==> config.mk <==
export PLATFORM = sky130hd
export DESIGN_NAME = evcnt_channel
export DESIGN_NICKNAME = d
export VERILOG_FILES = /design/src/rtl/evcnt_pkg.sv /design/src/rtl/evcnt_edge_detect.sv /design/src/rtl/evcnt_ctrl_fsm.sv /design/src/rtl/evcnt_regfile.sv /design/src/rtl/evcnt_channel.sv
export SDC_FILE = /design/constraint.sdc
export NUM_CORES = 1
export LEC_CHECK = 0
export ABC_AREA = 1
export BUFFER_PORTS_ARGS = -buffer_cell sky130_fd_sc_hd__buf_4
export CAP_MARGIN = 20
export CORE_MARGIN = 2
export CORE_UTILIZATION = 50
export DETAILED_ROUTE_END_ITERATION = 10
export GPL_ROUTABILITY_DRIVEN = 1
export GPL_TIMING_DRIVEN = 0
export PLACE_DENSITY = 0.8
export SLEW_MARGIN = 10
export SYNTH_ARGS = -nofsm -noshare
export SYNTH_HDL_FRONTEND = slang
export SYNTH_SLANG_ARGS = --single-unit
==> constraint.sdc <==
create_clock -name clk -period 1.9 [get_ports clk]
set_input_delay 0.38 -clock clk [delete_from_list [all_inputs] [get_ports clk]]
set_output_delay 0.38 -clock clk [all_outputs]
set_load 0.01 [all_outputs]
==> src/rtl/evcnt_pkg.sv <==
package evcnt_pkg;

    localparam int ADDR_W = 3;

    localparam logic [ADDR_W-1:0] A_UNIT   = 3'd0;
    localparam logic [ADDR_W-1:0] A_MODE   = 3'd1;
    localparam logic [ADDR_W-1:0] A_RELOAD = 3'd2;
    localparam logic [ADDR_W-1:0] A_COUNT  = 3'd3;
    localparam logic [ADDR_W-1:0] A_TRIG   = 3'd4;
    localparam logic [ADDR_W-1:0] A_STATUS = 3'd5;

    localparam int MODE_OE_BIT = 4;

    typedef enum logic [1:0] {
        EDGE_RISE = 2'b00,
        EDGE_FALL = 2'b01,
        EDGE_BOTH = 2'b10,
        EDGE_ALT  = 2'b11
    } edge_sel_e;

    typedef enum logic [1:0] {
        S_OFF  = 2'b00,
        S_IDLE = 2'b01,
        S_RUN  = 2'b10
    } chan_state_e;

endpackage

==> src/rtl/evcnt_edge_detect.sv <==
module evcnt_edge_detect
    import evcnt_pkg::*;
#(
    parameter int SYNC_STAGES = 2
) (
    input  logic            clk,
    input  logic            rst_n,
    input  logic            ev_in,
    input  edge_sel_e       edge_sel,
    output logic            hit
);

    logic [SYNC_STAGES-1:0] sync_q;
    logic                   last_q;
    logic                   cur;
    logic                   rose;
    logic                   fell;

    generate
        for (genvar i = 0; i < SYNC_STAGES; i++) begin : g_sync
            if (i == 0) begin : g_first
                always_ff @(posedge clk or negedge rst_n) begin
                    if (!rst_n) sync_q[0] <= 1'b0;
                    else        sync_q[0] <= ev_in;
                end
            end else begin : g_next
                always_ff @(posedge clk or negedge rst_n) begin
                    if (!rst_n) sync_q[i] <= 1'b0;
                    else        sync_q[i] <= sync_q[i-1];
                end
            end
        end
    endgenerate

    assign cur = sync_q[SYNC_STAGES-1];

    always_ff @(posedge clk or negedge rst_n) begin
        if (!rst_n) last_q <= 1'b0;
        else        last_q <= cur;
    end

    assign rose = cur & ~last_q;
    assign fell = ~cur & last_q;

    always_comb begin
        unique case (edge_sel)
            EDGE_RISE: hit = rose;
            EDGE_FALL: hit = fell;
            EDGE_BOTH: hit = rose | fell;
            EDGE_ALT:  hit = rose | fell;
            default:   hit = 1'b0;
        endcase
    end

endmodule

==> src/rtl/evcnt_ctrl_fsm.sv <==
module evcnt_ctrl_fsm
    import evcnt_pkg::*;
#(
    parameter int CNT_W = 16
) (
    input  logic             clk,
    input  logic             rst_n,
    input  logic             unit_on,
    input  logic             start_req,
    input  logic             stop_req,
    input  logic             hit,
    input  logic [CNT_W-1:0] reload,
    output logic [CNT_W-1:0] count,
    output logic             chan_on,
    output logic             irq
);

    localparam logic [CNT_W-1:0] ZERO = '0;
    localparam logic [CNT_W-1:0] ONE  = CNT_W'(1);

    chan_state_e state_q, state_d;
    logic        do_start;

    assign do_start = start_req & ~stop_req;

    // state register
    always_ff @(posedge clk or negedge rst_n) begin
        if (!rst_n) state_q <= S_OFF;
        else        state_q <= state_d;
    end

    // transitions
    always_comb begin
        state_d = state_q;
        unique case (state_q)
            S_OFF:  state_d = unit_on ? S_IDLE : S_OFF;
            S_IDLE: begin
                if (!unit_on)      state_d = S_OFF;
                else if (do_start) state_d = S_RUN;
            end
            S_RUN: begin
                if (!unit_on)      state_d = S_OFF;
                else if (stop_req) state_d = S_IDLE;
            end
            default: state_d = S_OFF;
        endcase
    end

    // outputs: counter and interrupt
    always_ff @(posedge clk or negedge rst_n) begin
        if (!rst_n) begin
            count <= ZERO;
            irq   <= 1'b0;
        end else if (!unit_on || state_q == S_OFF) begin
            count <= ZERO;
            irq   <= 1'b0;
        end else begin
            irq <= 1'b0;
            if (do_start) begin
                count <= reload;
            end else if (state_q == S_RUN && !stop_req && hit) begin
                if (count == ZERO) begin
                    count <= reload;
                    irq   <= (reload == ZERO);
                end else begin
                    count <= count - ONE;
                    irq   <= (count == ONE);
                end
            end
        end
    end

    assign chan_on = (state_q == S_RUN);

endmodule

==> src/rtl/evcnt_regfile.sv <==
module evcnt_regfile
    import evcnt_pkg::*;
#(
    parameter int DATA_W = 16
) (
    input  logic              clk,
    input  logic              rst_n,
    input  logic [ADDR_W-1:0] bus_addr,
    input  logic              bus_we,
    input  logic [DATA_W-1:0] bus_wdata,
    output logic [DATA_W-1:0] bus_rdata,
    input  logic [DATA_W-1:0] count,
    input  logic              chan_on,
    output logic              unit_on,
    output edge_sel_e         edge_sel,
    output logic              out_en,
    output logic [DATA_W-1:0] reload,
    output logic              start_req,
    output logic              stop_req
);

    logic wr_unit, wr_mode, wr_reload, wr_trig;
    logic start_q, stop_q;

    assign wr_unit   = bus_we && bus_addr == A_UNIT;
    assign wr_mode   = bus_we && bus_addr == A_MODE   && unit_on && !chan_on;
    assign wr_reload = bus_we && bus_addr == A_RELOAD && unit_on;
    assign wr_trig   = bus_we && bus_addr == A_TRIG   && unit_on;

    assign start_req = wr_trig & bus_wdata[0];
    assign stop_req  = wr_trig & bus_wdata[1];

    always_ff @(posedge clk or negedge rst_n) begin
        if (!rst_n)       unit_on <= 1'b0;
        else if (wr_unit) unit_on <= bus_wdata[0];
    end

    always_ff @(posedge clk or negedge rst_n) begin
        if (!rst_n) begin
            edge_sel <= EDGE_RISE;
            out_en   <= 1'b0;
            reload   <= '0;
            start_q  <= 1'b0;
            stop_q   <= 1'b0;
        end else if (!unit_on) begin
            edge_sel <= EDGE_RISE;
            out_en   <= 1'b0;
            reload   <= '0;
            start_q  <= 1'b0;
            stop_q   <= 1'b0;
        end else begin
            if (wr_mode) begin
                edge_sel <= edge_sel_e'(bus_wdata[1:0]);
                out_en   <= bus_wdata[MODE_OE_BIT];
            end
            if (wr_reload) reload <= bus_wdata;
            start_q <= start_req;
            stop_q  <= stop_req;
        end
    end

    always_comb begin
        bus_rdata = '0;
        unique case (bus_addr)
            A_UNIT:   bus_rdata[0] = unit_on;
            A_MODE: begin
                bus_rdata[1:0]        = edge_sel;
                bus_rdata[MODE_OE_BIT] = out_en;
            end
            A_RELOAD: bus_rdata = reload;
            A_COUNT:  bus_rdata = count;
            A_TRIG:   bus_rdata[1:0] = {stop_q, start_q};
            A_STATUS: bus_rdata[0] = chan_on;
            default:  bus_rdata = '0;
        endcase
    end

endmodule

==> src/rtl/evcnt_channel.sv <==
module evcnt_channel
    import evcnt_pkg::*;
#(
    parameter int DATA_W      = 16,
    parameter int SYNC_STAGES = 2
) (
    input  logic              clk,
    input  logic              rst_n,
    input  logic              ev_in,
    input  logic [ADDR_W-1:0] bus_addr,
    input  logic              bus_we,
    input  logic [DATA_W-1:0] bus_wdata,
    output logic [DATA_W-1:0] bus_rdata,
    output logic              irq_o
);

    logic              unit_q;
    logic              chan_on;
    logic              start_req;
    logic              stop_req;
    logic              edge_hit;
    logic              out_en;
    edge_sel_e         edge_sel;
    logic [DATA_W-1:0] count_val;
    logic [DATA_W-1:0] reload_val;
    logic [1:0]        mode_val;

    assign mode_val = edge_sel;

    evcnt_regfile #(.DATA_W(DATA_W)) u_regs (
        .clk       (clk),
        .rst_n     (rst_n),
        .bus_addr  (bus_addr),
        .bus_we    (bus_we),
        .bus_wdata (bus_wdata),
        .bus_rdata (bus_rdata),
        .count     (count_val),
        .chan_on   (chan_on),
        .unit_on   (unit_q),
        .edge_sel  (edge_sel),
        .out_en    (out_en),
        .reload    (reload_val),
        .start_req (start_req),
        .stop_req  (stop_req)
    );

    evcnt_edge_detect #(.SYNC_STAGES(SYNC_STAGES)) u_edge (
        .clk      (clk),
        .rst_n    (rst_n),
        .ev_in    (ev_in),
        .edge_sel (edge_sel),
        .hit      (edge_hit)
    );

    evcnt_ctrl_fsm #(.CNT_W(DATA_W)) u_fsm (
        .clk       (clk),
        .rst_n     (rst_n),
        .unit_on   (unit_q),
        .start_req (start_req),
        .stop_req  (stop_req),
        .hit       (edge_hit),
        .reload    (reload_val),
        .count     (count_val),
        .chan_on   (chan_on),
        .irq       (irq_o)
    );

endmodule

==> metrics, run 1 <==
met1 WL=3340 um; clock sink count=44; max_cap viols=0; port bufs=39; Synth Flop Type=dfrtp_1; worst slew pin tran=0.570 ns; sequential share of the synthesized area=approximately two fifths; Final Non-Filler Cells=a little over 500; share of cells above drive strength 1=~17%; worst-skew pair later-pin latency=around 0.3 ns; status=complete, no violations; Die Ht=78.7 um; Congestion Overflow GR=0; drt wl/cell=14.4 um; FP Rows=27; GRT Resource Usage Total=25.7%; # fillers=~480; DRT iter0 DRCs=around 210; Critical R2R Launch=u_fsm.count[0]; Ys Warns=0; maximum level of the CTS H-tree=2; area delta synth->final=19.5%; clk slew on worst S/H paths=roughly 0.090 ns; total core area=roughly 5400 um2; startpoint types=input pin; Synth area leaders=dfrtp_1 39%, nand2_1 15%, inv_1 6.7%; multi-input logic area=about 1400 um2; Yosys cell types=35; Synth Area per Inst=just over 7 um2; crit-path max FO=10; Slew Limit Fails=0; CTS Buffer Depth=2; RSZ-0062 raised after global routing=yes; met2 wire len=roughly 3400 um; Final setup viols=0; Max-slew headroom=62.0%; first-pass GRT wire length=12400 um; Register-to-Register Path Depth=10; Mapped Nets=422; Die Area=6190 um2; Ports=40; Storage cell area=about 1100 um2; Post-Syn Instances=around 400; # hold bufs at CTS=0; max layer used=met4; final wirelength=7380 um; Synth Cell Area=2790 um2; Final min period=around 1.9 ns; Clock Skews=0.00362 ns; number of enable flip-flop cells after synthesis=0; Detail Placement HPWL=~5500 um; Commonest cells post-synth=115 x nand2_1, 50 x inv_1, 46 x nor2_1; TritonCTS clock tree=built; crit path kind=in -> out; DR pass1 iterations=5; Worst R2R Setup Slack=0.11 ns; most frequent cell after synthesis=nand2_1; Critical Path AT=1.51 ns; Hold Fails Final Rpt=0; Die Wd=~79 um; fmax=around 0.53 GHz; clk root buf=clkbuf_8; Routability Congestion=0.923; CP endpoint kind=output port; routed vias/inst=approximately 5.5; dominant cell type by area after synthesis=dfrtp_1; initial core utilization=between 50% and 60%; ys async rst share=100%; Ant. Diodes=0; Met3 Wirelength=between 500 and 600 um; clock buffer count from CTS=5; initial antenna violation count=0; largest net degree at the start of global routing=between 40 and 50; required time of the critical path=1.52 ns; Final #Nets=469; DRC=0; vias=around 2800; vias in the first global route=2589; Yosys top cell area share=about 39%; Placed Cells=a little over 500; post-route ant nets=0; worst hold path class=in -> async; post-synthesis register bit count=44; R2R Path End=u_fsm.count[13]; Final Cycle Share=just under 100%
[cells in the final DEF, fill, tap and decap left out, drive strengths merged]
master   Yosys  final
a21oi       10     10
and2         1      1
buf          7     48
bufinv       0      1
clkbuf       4      9
clkinv       1      2
dfrtp       44     44
ha           5      5
inv         53     53
nand2      119    119
nand3       31     31
nand4        7      7
nor2        51     51
nor3         3      3
nor4         1      1
o2111ai      1      1
o211ai       1      1
o21a         1      1
o21ai       34     34
o221ai       1      1
o22ai       15     15
xnor2        1      1
xor2         3      3
[area by class of cell]
type,count,share of cell area [%]
Timing Repair Buffer,40,9.39
Buffer,11,2.10
Inverter,54,6.09
Multi-Input combinational cell,285,43.0
Clock inverter,2,1.16
Sequential cell,44,33.1
Tap cell,72,2.70
Clock buffer,6,2.48
[critical path: stages]
cell	delay [ns]
buf_4	0.13
inv_2	0.13
nand3_2	0.19
clkbuf_1	0.27
o22ai_1	0.24
buf_4	0.17
[flip-flops by register name, summed over array words and instances (netlist names), 2 cells and up]
register	cells
u_fsm.count	16
u_fsm.state_q	2
u_regs.edge_sel	2
u_regs.reload	16
[layer usage]
metal | GRT usage, % | vias up
met5 | 0 | -
met4 | 8.25 | 0
met3 | 4.37 | 11
met2 | 39.3 | 119
met1 | 37.0 | 1317
li1 | - | 1365
[repair_timing]
action	CTS	global route
gates resized for setup	4	4
setup buffers	0	1
pin swaps	0	1
endpoints found under the hold margin	0	0
endpoints found under the setup margin	11	17
[through the flow]
stage / setup slack, ns / cell area, um2 / hold slack [ns] / TNS, ns / util [%]
finish: 0.0147 / 3330 / 0.0602 / 0 / 61.2
detailed placement: -0.110 / 3170 / 0.336 / -0.650 / 58.3
CTS: 0.0272 / 3310 / 0.0805 / 0 / 60.8
floorplan: 0.381 / 2790 / 0.0844 / 0 / -
global placement: -0.0496 / 3170 / 0.334 / -0.267 / 58.3
global route: -0.0461 / 3330 / 0.109 / -0.0490 / 61.2
[worst max-delay path by stage]
stage	startpoint	end	slack, ns	cells after the start
floorplan	bus_addr[2]	bus_rdata[10]	0.38	4
CTS	u_fsm.state_q[0]	bus_rdata[0]	0.03	6
global route	bus_addr[2]	bus_rdata[0]	-0.05	7
global placement	bus_addr[2]	bus_rdata[5]	-0.05	6
detailed placement	bus_addr[2]	bus_rdata[13]	-0.11	6
finish	bus_addr[2]	bus_rdata[13]	0.01	6
[cell families after synthesis]
family	count (synthesis)	share of synthesized area (%)
fa+ha+maj	5	2.24
flops	44	39.5
xor+xnor	4	1.26
buf+inv	65	9.74
compound gates	63	12.6
simple gates	213	34.7
Power of run 1 is left out: the tool's default activity adds up to more than one toggle a clock period on the data nets, which glitch-free logic cannot reach.
==> run 2: changes to the inputs <==
- CORE_UTILIZATION: 50 -> 54
- CTS_BUF_LIST: unset -> sky130_fd_sc_hd__clkbuf_16
- PLACE_DENSITY: 0.8 -> 0.85
==> metrics, run 2 (same netlist as run 1, synthesis figures left out) <==
crit-path max FO=8; startpoint types=register; DRC=0; DRT iter0 DRCs=approximately 380; post-route ant nets=0; Final #Nets=470; Clock Skews=0.00462 ns; multi-input logic area=1440 um2; CTS Buffer Depth=2; Max-slew headroom=between 60% and 70%; Die Ht=~76 um; Critical R2R Launch=u_fsm.count[0]; clk root buf=clkbuf_16; share of cells above drive strength 1=around 19%; port bufs=39; Storage cell area=roughly 1100 um2; largest net degree at the start of global routing=45; GRT Resource Usage Total=roughly 28%; most common cell after layout, fill and taps aside=nand2_1; Ant. Diodes=0; first-pass GRT wire length=between 10000 and 15000 um; fmax=0.531 GHz; vias=around 2900; DR pass1 iterations=5; Final setup viols=0; Final min period=roughly 1.9 ns; maximum level of the CTS H-tree=2; biggest registers after layout=u_fsm.count x16, u_regs.reload x16; Worst Slack Setup Final=around 0.018 ns; Crit path largest cell delay=between 0.4 and 0.5 ns; Critical Path AT=between 2 and 2.5 ns; required time of the critical path=2.08 ns; TritonCTS clock tree=built; most frequent cells in the layout=114 x nand2_1, 49 x inv_1, 44 x dfrtp_1; clk slew on worst S/H paths=around 0.06 ns; CP Cell Sequence=inv_2 -> ha_1 -> nand2_1 -> nor2_1 -> nand2_2 -> buf_4 -> a21oi_1 -> nor2_1 -> nand2_1 -> nand2_1; vias in the first global route=~2500; Hold Fails Final Rpt=0; Final Cycle Share=between 90% and 100%; Final Non-Filler Cells=513; Slew Limit Fails=0; critical path startpoint=u_fsm.count[0]; # hold bufs at CTS=0; routed vias/inst=approximately 5.7; crit path kind=reg -> reg; initial core utilization=roughly 55%; Die Area=between 5000 and 6000 um2; final wirelength=7750 um; FP Rows=26; status=complete, no violations; worst-skew pair later-pin latency=slightly below 0.3 ns; worst slew pin tran=between 0.5 and 0.6 ns; CP endpoint kind=register; Die Wd=roughly 76 um; Detail Placement HPWL=approximately 5400 um; Routability Congestion=around 0.94; area delta synth->final=21.0%; Layout Utilization=between 60% and 70%; initial antenna violation count=0; worst hold path class=in -> async; clock buffer count from CTS=5; max_cap viols=0; drt wl/cell=about 15 um; CP most frequent cell=nand2_1; # fillers=just over 400; Crit-path slowest cell=dfrtp_1; pre-CTS WS=-0.0623 ns; clock sink count=44; Congestion Overflow GR=0; total core area=slightly above 5000 um2; Placed Cells=~500; Ports=40
## run 2: changes by cell type in the layout (fill, tap and decap cells not counted), moves of 2 or more
cell | before | now
clkbuf_16 | 0 | 5
clkbuf_2 | 0 | 2
clkbuf_8 | 6 | 0
buf_4 | 39 | 41
inv_2 | 3 | 5
## run 2: repair_timing
item                                    in CTS  in global routing
gates resized for setup                      2                 12
pin swaps                                    0                  1
cloned                                       0                  0
endpoints found under the setup margin      11                 21
setup buffers                                0                  2
## run 2: critical path: cells and delay by family, from the launching register on
family                   cells  cell delay [ns]
buffers and inverters        2             0.32
AO/OA/AOI/OAI                1             0.25
adder cells (fa/ha/maj)      1             0.18
AND/OR/NAND/NOR              6             0.57
flip-flops                   1             0.45
## run 2: metal layers
metal | part of all wire (%) | up-vias | track usage [%]
li1 | - | 1361 | -
met1 | 44 | 1348 | 41.2
met2 | 46 | 179 | 43.2
met3 | 8.0 | 23 | 4.63
met4 | 2.2 | 0 | 7.80
met5 | 0 | - | 0
## run 2: layout make-up
cell class	count	area share, %
tap	70	2.60
sequential	44	32.6
inverter	54	6.12
buffer	11	2.11
clock buffer	5	3.71
multi-input combinational	285	42.5
timing repair buffer	41	9.12
clock inverter	3	1.15
## run 2: path summary, 6_finish.rpt
path                                     to  slack (ns)  cells past startpoint
max                         u_fsm.count[11]        0.02                     10
min                        u_edge.sync_q[0]        0.07                      1
max reg2reg                 u_fsm.count[11]        0.02                     10
min reg2reg                      u_edge.cur        0.35                      0
max in group asynchronous   u_fsm.count[14]        1.45                      1
min in group clk           u_edge.sync_q[0]        0.20                      1
## run 2: through the flow
stage                     setup TNS [ns]  hold WS [ns]  cell area, um2
after global placement            -0.197         0.332            3170
final                                  0        0.0748            3370
after detailed placement          -0.384         0.336            3170
after CTS                              0         0.104            3340
after global routing             -0.0183         0.135            3370
after floorplan                        0        0.0844            2790
Power of run 2 is left out for the same reason.
